**config.mk**
```make
export PLATFORM = sky130hd
export DESIGN_NAME = cap_timer8
export DESIGN_NICKNAME = d
export VERILOG_FILES = /design/src/rtl/cap_timer8.sv
export SDC_FILE = /design/constraint.sdc
export NUM_CORES = 1
export LEC_CHECK = 0
export BUFFER_PORTS_ARGS = -buffer_cell sky130_fd_sc_hd__buf_2
export CORE_AREA = 2 2 67 69
export DETAILED_ROUTE_END_ITERATION = 16
export DIE_AREA = 0 0 69 71
export PLACE_DENSITY_LB_ADDON = 0.2
export SLEW_MARGIN = 20
export SYNTH_ARGS = -nofsm -noshare
export SYNTH_HDL_FRONTEND = slang
export SYNTH_SLANG_ARGS = --single-unit
```
**constraint.sdc**
```tcl
create_clock -name clk -period 4.69 [get_ports clk]
set_input_delay 0.2345 -clock clk [delete_from_list [all_inputs] [get_ports clk]]
set_output_delay 0.2345 -clock clk [all_outputs]
set_load 0.005 [all_outputs]
```
**src/rtl/cap_timer8.sv**
```systemverilog
module cap_timer8 #(
  parameter int DW = 8,
  parameter int PW = 6
) (
  input  logic          clk,
  input  logic          rst_n,
  input  logic          mode_cap,
  input  logic          cap_pin,
  input  logic          wr_en,
  input  logic [2:0]    wr_addr,
  input  logic [DW-1:0] wr_data,
  input  logic [2:0]    rd_addr,
  output logic [DW-1:0] rd_data,
  output logic          irq
);
  localparam logic [2:0] A_CTRL = 3'd0;
  localparam logic [2:0] A_REQ  = 3'd1;
  localparam logic [2:0] A_CNT  = 3'd2;
  localparam logic [2:0] A_CAPR = 3'd3;
  localparam logic [2:0] A_CAPF = 3'd4;
  localparam logic [DW-1:0] TOP = {DW{1'b1}};

  logic [PW-1:0] pre;
  logic [1:0]    clk_sel, clr_sel;
  logic          edge_sel, ovf_ie, ovf_hi, ovf_lo, req, irq_en;
  logic [DW-1:0] cnt, cap_rise, cap_fall;
  logic [2:0]    sh;
  logic          clr_pend, tick;

  always_ff @(posedge clk or negedge rst_n)
    if (!rst_n) pre <= '0;
    else        pre <= pre + 1'b1;

  always_comb
    case (clk_sel)
      2'd0:    tick = &pre;
      2'd1:    tick = &pre[PW-2:0];
      2'd2:    tick = &pre[2:0];
      default: tick = pre[0];
    endcase

  always_ff @(posedge clk or negedge rst_n)
    if (!rst_n) sh <= '0;
    else        sh <= {sh[1:0], cap_pin};

  wire lvl      = sh[1];
  wire rise     = mode_cap & sh[1] & ~sh[2];
  wire fall     = mode_cap & ~sh[1] & sh[2];
  wire clr_hit  = (rise & clr_sel[0]) | (fall & clr_sel[1]);
  wire ovf      = tick & ~clr_pend & (cnt == TOP);
  wire set_hi   = ovf & mode_cap & lvl;
  wire set_lo   = ovf & ~(mode_cap & lvl);
  wire set_req  = (edge_sel ? rise : fall) | (ovf & ovf_ie);
  wire wr_ctrl  = wr_en && wr_addr == A_CTRL;
  wire wr_req   = wr_en && wr_addr == A_REQ;

  always_ff @(posedge clk or negedge rst_n)
    if (!rst_n) begin
      cnt      <= '0;
      clr_pend <= 1'b0;
    end else begin
      clr_pend <= clr_hit | (clr_pend & ~tick);
      if (tick) cnt <= clr_pend ? '0 : cnt + 1'b1;
    end

  always_ff @(posedge clk or negedge rst_n)
    if (!rst_n) begin
      cap_rise <= '0;
      cap_fall <= '0;
    end else begin
      if (rise) cap_rise <= cnt;
      if (fall) cap_fall <= cnt;
    end

  always_ff @(posedge clk or negedge rst_n)
    if (!rst_n) begin
      clk_sel  <= 2'd0;
      clr_sel  <= 2'd0;
      edge_sel <= 1'b0;
      ovf_ie   <= 1'b0;
      irq_en   <= 1'b0;
    end else begin
      if (wr_ctrl) {ovf_ie, edge_sel, clr_sel, clk_sel} <= wr_data[5:0];
      if (wr_req)  irq_en <= wr_data[1];
    end

  always_ff @(posedge clk or negedge rst_n)
    if (!rst_n) begin
      ovf_hi <= 1'b0;
      ovf_lo <= 1'b0;
      req    <= 1'b0;
    end else begin
      ovf_hi <= set_hi  | (ovf_hi & ~(wr_ctrl & ~wr_data[6]));
      ovf_lo <= set_lo  | (ovf_lo & ~(wr_ctrl & ~wr_data[7]));
      req    <= set_req | (req & ~(wr_req & ~wr_data[0]));
    end

  always_comb
    case (rd_addr)
      A_CTRL:  rd_data = {ovf_lo, ovf_hi, ovf_ie, edge_sel, clr_sel, clk_sel};
      A_REQ:   rd_data = {{(DW-2){1'b0}}, irq_en, req};
      A_CNT:   rd_data = cnt;
      A_CAPR:  rd_data = cap_rise;
      A_CAPF:  rd_data = cap_fall;
      default: rd_data = '0;
    endcase

  assign irq = req & irq_en;
endmodule


```
-- After elaboration in Yosys (flattened, before gate mapping)
Cells that the tools add are included.
- add/sub/neg operators: 2
- bitwise gates (word level): 37
- reduce and logical (&&, ||, !) cells: 8
- muxes and demuxes: 4
- eq/ne operators: 8
- operators by type and width (kind ; number):
    $pmux 8 s5 ; 1
    $and 1x1->1 ; 20
    $not 1->1 ; 11
    $add 8x1->8 const B ; 1
    $eq 8x8->1 const B ; 1
    $mux 8 ; 1
    $add 6x1->6 const B ; 1
    $eq 3x1->1 const B ; 2
    $eq 3x2->1 const B ; 2
    $logic_not 3->1 ; 2
    $or 1x1->1 ; 6
    $reduce_and 6->1 ; 1
    $reduce_and 5->1 ; 1
    $eq 3x3->1 const B ; 1
    $pmux 1 s3 ; 1
    $reduce_and 3->1 ; 1
    $eq 2x1->1 const B ; 1
    $eq 2x2->1 const B ; 1
    $logic_and 1x1->1 ; 2
    $logic_not 2->1 ; 1
    $mux 1 ; 1
- output and inout bits: 9
- input port bits: 19
- logic and storage cells: 73
- flip-flop bits (word level): 44

-- Longest topological paths before layout
Gate-level depths: netlist of run 1.
- depth in word-level cells: 7
- gate-level depth with buffers: 9
- depth with buffers taken out: 7

-- Worst setup path after synthesis of run 1
No wires, ideal clock.
- path kind: register -> register
- start: register pre[0]
- end: register clr_pend
- stages on the path, launching flop included: 10
- data required time: 4564 ps
- data arrival time: 1867 ps
- clock period less this slack: 1993 ps
- setup time: 126 ps
- buffers on the path: 2
- setup slack: 2697 ps
- cell sequence: dfrtp_1 > ha_1 > and3_2 > ha_1 > mux2i_1 > and2_1 > clkbuf_1 > or2_1 > buf_6 > a221o_1
- cells in the longest elaborated chain, start to end: 5
- elaborated cells on any way between the ends: 7
- classes of those cells: 1 x mux; 3 x bitwise; 3 x reduce/logical
- ends and longest elaborated chain (element ; RTL line ; text):
    start, declared ; 23 ; logic [PW-1:0] pre;
    start signal, assigned ; 32 ; else pre <= pre + 1'b1;
    $reduce_and 6->1, or another cell as far along ; 36 ; 2'd0: tick = &pre;
    $pmux 1 s3 * ; 35 ; case (clk_sel)
    $not 1->1 * ; 62 ; clr_pend <= clr_hit | (clr_pend & ~tick);
    $and 1x1->1 * ; 62 ;
    $or 1x1->1 * ; 62 ;
    end signal, assigned ; 62 ;
    end, declared ; 28 ; logic clr_pend, tick;
Every way passes the cells marked *; elsewhere a longest branch is shown, timed or not.
A chain may end at the register's enable or synchronous reset.

-- Worst setup path in the final report of run 1
- start: register pre[0]
- end: register cnt[6]
- cells in the longest elaborated chain, start to end: 2
- elaborated cells on any way between the ends: 4
- classes of those cells: 1 x mux; 3 x reduce/logical
- ends and longest elaborated chain (element ; RTL line ; text):
    $reduce_and 6->1, or another cell as far along ; 36 ;
    $pmux 1 s3 * ; 35 ;
    end signal, assigned ; 63 ; if (tick) cnt <= clr_pend ? '0 : cnt + 1'b1;
    end, declared ; 26 ; logic [DW-1:0] cnt, cap_rise, cap_fall;
Marked as above.

==> impl_results.md, run 1 <==
- Yosys warnings: 0
- Layout area overhead: 11.67%
- Final Power: around 1.1 mW
- IO buf count: 27
- Gpl congestion: 0.7704
- Worst skew pair latency: approximately 290 ps
- Worst Hold Launch: cap_pin
- GRT overflow: 0
- CP startpoint: pre[0]$_DFF_PN0_
- Fraction of registers with async set/reset: 100.0%
- Initial antenna violation count: 0
- Met3 Use GR: approximately 4.3%
- Synth Net Count: roughly 240
- HP Class: input pin to flop
- RSZ-0062 raised after global routing: no
- Worst slew margin: 34.74%
- Flops & latches, synth: 44
- 1st-iter DRT viols: 96
- Initial Util: a little over half
- DRT antenna net count: 0
- Clock Pin Slew Worst Setup and Hold Paths: ~80 ps
- Post-synth EDFFs: 0
- M2 GR Usage: between 20% and 30%
- CP required: slightly below 5000 ps
- Reg-to-reg startpoint: pre[0]$_DFF_PN0_
- Clock Root Buffer: clkbuf_8
- Commonest non-fill, non-tap cell in the layout: dfrtp_1
- Ports: 28
- Mean number of vias per cell: around 5.5
- Commonest non-fill, non-tap cells in the layout: 44 x dfrtp_1, 29 x nand2_1, 27 x buf_2
- Drt total wl: 4.364 mm
- H-Tree Depth: 2
- CORE AREA: roughly 4200 µm²
- TNS Setup: 0 ps
- Post-Synthesis Cell Area: ~2200 µm²
- Max_cap viols: 0
- Max FO, Critical Path: 10
- # setup viols final: 0
- Crit start category: flop
- Cell taking the most area after synthesis: dfrtp_1
- CP Capture Type: flop
- Register area share after synthesis: 50.11%
- Maximum vdd drop: approximately 0.25 mV
- Largest net degree at the start of global routing: 45
- CTS Buffer Depth: 2
- Synth Instances: roughly 210
- Worst EP arrival: 2220 ps
- Die Y: around 71 µm
- Number of buffers added for setup after CTS: 0
- Crit path time final: a little over 2000 ps
- GR Util met1: between 20 and 30%
- Status: complete, no violations
- Final hold vios: 0
- FMAX: 485.9 MHz
- DRC viols: 0
- Nets: about 260
- Wirelength per Cell: around 15 µm
- Via count: between 1500 and 2000
- WS Path Type: flop to flop
- Row count: 24
- Vias in the first global route: 1523
- Final period util: about 44%
- Ys flop type: dfrtp_1
- Slew @ Worst Pin: roughly 980 ps
- GR Util All Layers: about a fifth
- Top cells by area, synth: dfrtp_1 50%, mux2_2 8.7%, mux2i_1 5.0%
- Hold-fix buffers, CTS: 0
- HPWL after DPL: 3.061 mm
- CTS tree: done
- Layout cells sized above 1: about a quarter
- Yosys top cell area share: between 50% and 60%
- Global routing's busiest layer: met1
- DRT Pass-1 Iters: 4
- Netlist cell types: 38
- Syn Area/Cell: 10.32 µm²
- CTS Buf Count: 5
- Leak Pwr: about 1.1 nW
- Antenna Cells: 0
- First-pass GRT wire length: roughly 7.5 mm
- Cell Pwr Density: 455.9 nW/µm²
- CTS resizes: 0
- DIE WIDTH: around 69 µm
- Final clock skew: about 5.2 ps
- Die Area: a little under 5000 µm²
- Slew Limit Fails: 0
- Clock sinks: 44
power breakdown:
group	internal [mW]	switching [mW]	total [mW]
logic	0.152	0.128	0.280
registers	0.480	0.119	0.599
clock network	0.118	0.122	0.239
total	0.750	0.369	1.12
layer usage:
metal | routed length [µm] | up-vias
met2 | 2042 | 35
met3 | 141 | 4
met5 | 0 | -
met4 | 27 | 0
li1 | - | 800
met1 | 2151 | 755
final cells by class:
type                    count  area [µm²]
clock inverters             2       10.01
multi-input cells         155        1041
well taps                  52       65.06
fillers                   371        1750
repair buffers             27       135.1
flip-flops and latches     44        1101
inverters                   5       18.77
clock buffers               6       82.58
sequential cells by signal, indices dropped and copies added (netlist names):
name      flops
cap_fall      8
cap_rise      8
cnt           8
pre           6
sh            3
clk_sel       2
clr_sel       2
clr_pend      1
edge_sel      1
irq_en        1
ovf_hi        1
ovf_ie        1
ovf_lo        1
req           1
kinds of logic after synthesis:
| family | synth area share (%) |
|---|---|
| AOI/OAI and AO/OA | 12.98 |
| xor gates and xnor gates | 0.7974 |
| adders and majority gates | 2.278 |
| buffers and inverters | 2.790 |
| DFF | 50.11 |
| muxes | 13.72 |
| and+or+nand+nor | 17.31 |
stage by stage:
step                      utilization [%]  instance area [µm²]  instances  hold slack (ps)  setup slack (ps)
after CTS                           58.36                 2454        291            34.87              2629
after detailed placement            56.16                 2361        283            335.5              2641
after global routing                58.36                 2454        291            35.40              2428
after floorplan                         -                 2197        213           -61.09              2697
after global placement              56.01                 2355        283            338.3              2685
final                               58.36                 2454        291            46.23              2632
Yosys cell counts, types with 2 or more instances:
| cell type | n |
|---|---|
| inv_1 | 5 |
| and3_1 | 2 |
| nand3_1 | 4 |
| a21oi_1 | 11 |
| nand2_1 | 29 |
| mux2_2 | 17 |
| o21ai_0 | 20 |
| mux2i_1 | 11 |
| clkbuf_1 | 6 |
| and2_1 | 3 |
| nor2b_1 | 2 |
| o21ai_2 | 2 |
| nand3b_1 | 6 |
| dfrtp_1 | 44 |
| or3_1 | 3 |
| xnor2_1 | 2 |
| ha_1 | 4 |
| nor2_1 | 18 |
| o211ai_1 | 5 |
critical path, cell delays in order, from the launching register on:
cell      delay [ps]
dfrtp_1          410
ha_1             240
and3_2           210
ha_1             170
mux2i_1          110
and2_1           300
or2_1            350
o211ai_1         150
path summary, 6_finish.rpt:
kind	to	slack, ps	cells past startpoint
max in group asynchronous	clk_sel[1]$_DFFE_PN0P_	3990	1
min in group asynchronous	cnt[2]$_DFFE_PN0P_	100	1
max	cnt[6]$_DFFE_PN0P_	2630	7
min reg2reg	sh[1]$_DFF_PN0_	360	0
min	sh[0]$_DFF_PN0_	50	1
max reg2reg	cnt[6]$_DFFE_PN0P_	2630	7
(Power assumes the default switching activity.)
==> run 2: changes to the inputs <==
==> constraint.sdc (replaced) <==
create_clock -name clk -period 2.1 [get_ports clk]
set_input_delay 0.105 -clock clk [delete_from_list [all_inputs] [get_ports clk]]
set_output_delay 0.105 -clock clk [all_outputs]
set_load 0.005 [all_outputs]
==> run 2 against run 1 <==
  * First-iteration DRC count up 46%
  * Die area stayed put
  * Core utilization increased by 4.3 points
  * Global-route usage increased by 0.55 points
  * Register-to-register slack worse by 2500 ps
  * Worst setup slack got worse by 2500 ps
  * Critical endpoint is now req$_DFF_PN0_
==> impl_results.md, run 2 (synthesized netlist as in run 1, its figures left out) <==
- DRT antenna net count: 0 (unchanged)
- GRT overflow: 0 (unchanged)
- TNS Setup: 0 ps (unchanged)
- GR Util All Layers: 20.02% (was 19.47%)
- Antenna Cells: 0 (unchanged)
- FMAX: 511.0 MHz (was 485.9 MHz)
- Max_cap viols: 0 (unchanged)
- DIE WIDTH: 69 µm (unchanged)
- RSZ-0062 raised after global routing: no (unchanged)
- WS Path Type: flop to flop (unchanged)
- Layout area overhead: 19.99% (was 11.67%)
- R2R depth: 7 (unchanged)
- Final hold slack: 15.92 ps (was 46.23 ps)
- Status: complete, no violations (unchanged)
- CP Capture Type: flop (unchanged)
- Largest net degree at the start of global routing: 45 (unchanged)
- CTS Buf Count: 5 (unchanged)
- Final Power: 2.918 mW (was 1.119 mW)
- Max FO, Critical Path: 4 (was 10)
- Initial antenna violation count: 0 (unchanged)
- HPWL after DPL: 3.040 mm (was 3.061 mm)
- Mean number of vias per cell: 5.452 (was 5.478)
- Layout cells sized above 1: 28.06% (was 26.36%)
- Worst Hold Launch: wr_data[1] (was cap_pin)
- Via count: 1663 (was 1594)
- Maximum vdd drop: 0.4906 mV (was 0.2547 mV)
- Crit-path most repeated cell: ha_1 (unchanged)
- CORE AREA: 4204 µm² (unchanged)
- DRC viols: 0 (unchanged)
- Dpl cell area: 2415 µm² (was 2361 µm²)
- # setup viols final: 0 (unchanged)
- Vias in the first global route: 1632 (was 1523)
- Wirelength per Cell: 14.67 µm (was 15.00 µm)
- Commonest non-fill, non-tap cell in the layout: dfrtp_1 (unchanged)
- Worst slew margin: 60.12% (was 34.74%)
- Routed wl met3: 167 µm (was 141 µm)
- Filler cell count: 364 (was 371)
- Leak Pwr: 1.218 nW (was 1.126 nW)
- DRT Pass-1 Iters: 4 (unchanged)
- Reg-to-reg startpoint: pre[0]$_DFF_PN0_ (unchanged)
- Final period util: 93.18% (was 43.88%)
- Crit path time final: 1957 ps (was 2058 ps)
- CTS tree: done (unchanged)
- Slowest CP cell: or4_4 (was dfrtp_1)
- HP Class: input pin to flop (unchanged)
- Layout Cells excl Fill: 305 (was 291)
- Finished Cell Area: 2636 µm² (was 2454 µm²)
- Initial Util: 52.26% (unchanged)
- Worst R2R Setup Slack: 140 ps (was 2630 ps)
- Slew Limit Fails: 0 (unchanged)
- Worst hold path depth: 3 (was 1)
- Die Area: 4899 µm² (unchanged)
- First-pass GRT wire length: 7.790 mm (was 7.514 mm)
- Slew @ Worst Pin: 596.5 ps (was 978.8 ps)
- Die Y: 71 µm (unchanged)
- IO buf count: 27 (unchanged)
- Gpl congestion: 0.7605 (was 0.7704)
- Ports: 28 (unchanged)
- CP delay by family, top: simple AND/OR/NAND/NOR gates (unchanged)
- 1st-iter DRT viols: 140 (was 96)
- Number of buffers added for setup after CTS: 0 (unchanged)
- Hold Path End: clk_sel[1]$_DFFE_PN0P_ (was sh[0]$_DFF_PN0_)
- Top Registers: cap_fall (8), cap_rise (8), cnt (8) (unchanged)
- Worst path bufs/invs: 0 (unchanged)
- RR Endpoint: req$_DFF_PN0_ (was cnt[6]$_DFFE_PN0P_)
- CP required: 2330 ps (was 4850 ps)
- Final clock skew: 3.152 ps (was 5.216 ps)
- Crit-path max cell delay: 560 ps (was 410 ps)
- Row count: 24 (unchanged)
- DP Cell Count: 291 (was 283)
- Clock Pin Slew Worst Setup and Hold Paths: 80 ps (about the same)
- Nets: 275 (was 261)
- Final hold vios: 0 (unchanged)
- Worst EP arrival: 2180 ps (was 2220 ps)
- WL met1: 2.173 mm (was 2.151 mm)
- Cell Pwr Density: 1107 nW/µm² (was 455.9 nW/µm²)
- Worst skew pair latency: 300 ps (was 290 ps)
- CP Cell Sequence: ha_1 -> and3_2 -> ha_1 -> mux2i_1 -> and2_1 -> or4_4 -> o211ai_2 (was ha_1 -> and3_2 -> ha_1 -> mux2i_1 -> and2_1 -> or2_1 -> o211ai_1)
- Crit start category: flop (unchanged)
- Drt total wl: 4.473 mm (was 4.364 mm)
- H-Tree Depth: 2 (unchanged)
- CTS Buffer Depth: 2 (unchanged)
- Commonest non-fill, non-tap cells in the layout: 44 x dfrtp_1, 29 x nand2_1, 27 x buf_2 (unchanged)
- Max Used Layer: met4 (unchanged)
- Clock sinks: 44 (unchanged)
- Clock Root Buffer: clkbuf_8 (unchanged)
- Routed met2 length: 2.064 mm (was 2.042 mm)
run 2: what timing repair did:
item                                    CTS  global route
hold buffers                              6             0
endpoints found under the setup margin    0             1
gates resized for setup                   0             1
hold endpoints to repair                 49             0
run 2: area by class of cell:
cell class / count / area [µm²] / area share (%)
Inverter: 5 / 18.77 / 0.7119
Sequential cell: 44 / 1101 / 41.77
Multi-Input combinational cell: 155 / 1037 / 39.34
Timing Repair Buffer: 41 / 255.2 / 9.682
Tap cell: 52 / 65.06 / 2.468
Clock inverter: 3 / 90.09 / 3.417
Clock buffer: 5 / 68.82 / 2.610
run 2: per-stage QoR:
step	utilization, %	worst slack, ps
floorplan	-	107.3
global placement	57.44	174.9
detailed placement	57.44	106.4
CTS	62.65	96.50
global route	62.71	13.68
finish	62.71	143.2
run 2: worst max-delay path by stage:
stage / cells past startpoint / end / startpoint
finish: 7 / req$_DFF_PN0_ / pre[0]$_DFF_PN0_
floorplan: 9 / clr_pend$_DFF_PN0_ / pre[0]$_DFF_PN0_
global route: 7 / req$_DFF_PN0_ / pre[0]$_DFF_PN0_
CTS: 7 / clr_pend$_DFF_PN0_ / pre[0]$_DFF_PN0_
detailed placement: 7 / clr_pend$_DFF_PN0_ / pre[0]$_DFF_PN0_
global placement: 7 / clr_pend$_DFF_PN0_ / pre[0]$_DFF_PN0_
run 2: layer usage:
metal / GRT usage [%] / vias to the layer above
li1: - / 827
met1: 29.12 / 793
met2: 30.02 / 37
met3: 4.416 / 6
met4: 6.536 / 0
met5: 0 / -
run 2: tightest hold or removal path, cell delays in order:
cell     delay, ps
buf_2           90
nand2_1         40
nand2_1         50
run 2: power by group:
part	switching (mW)	internal, mW
sequential	0.199	1.07
combinational	0.355	0.400
clock	0.296	0.595
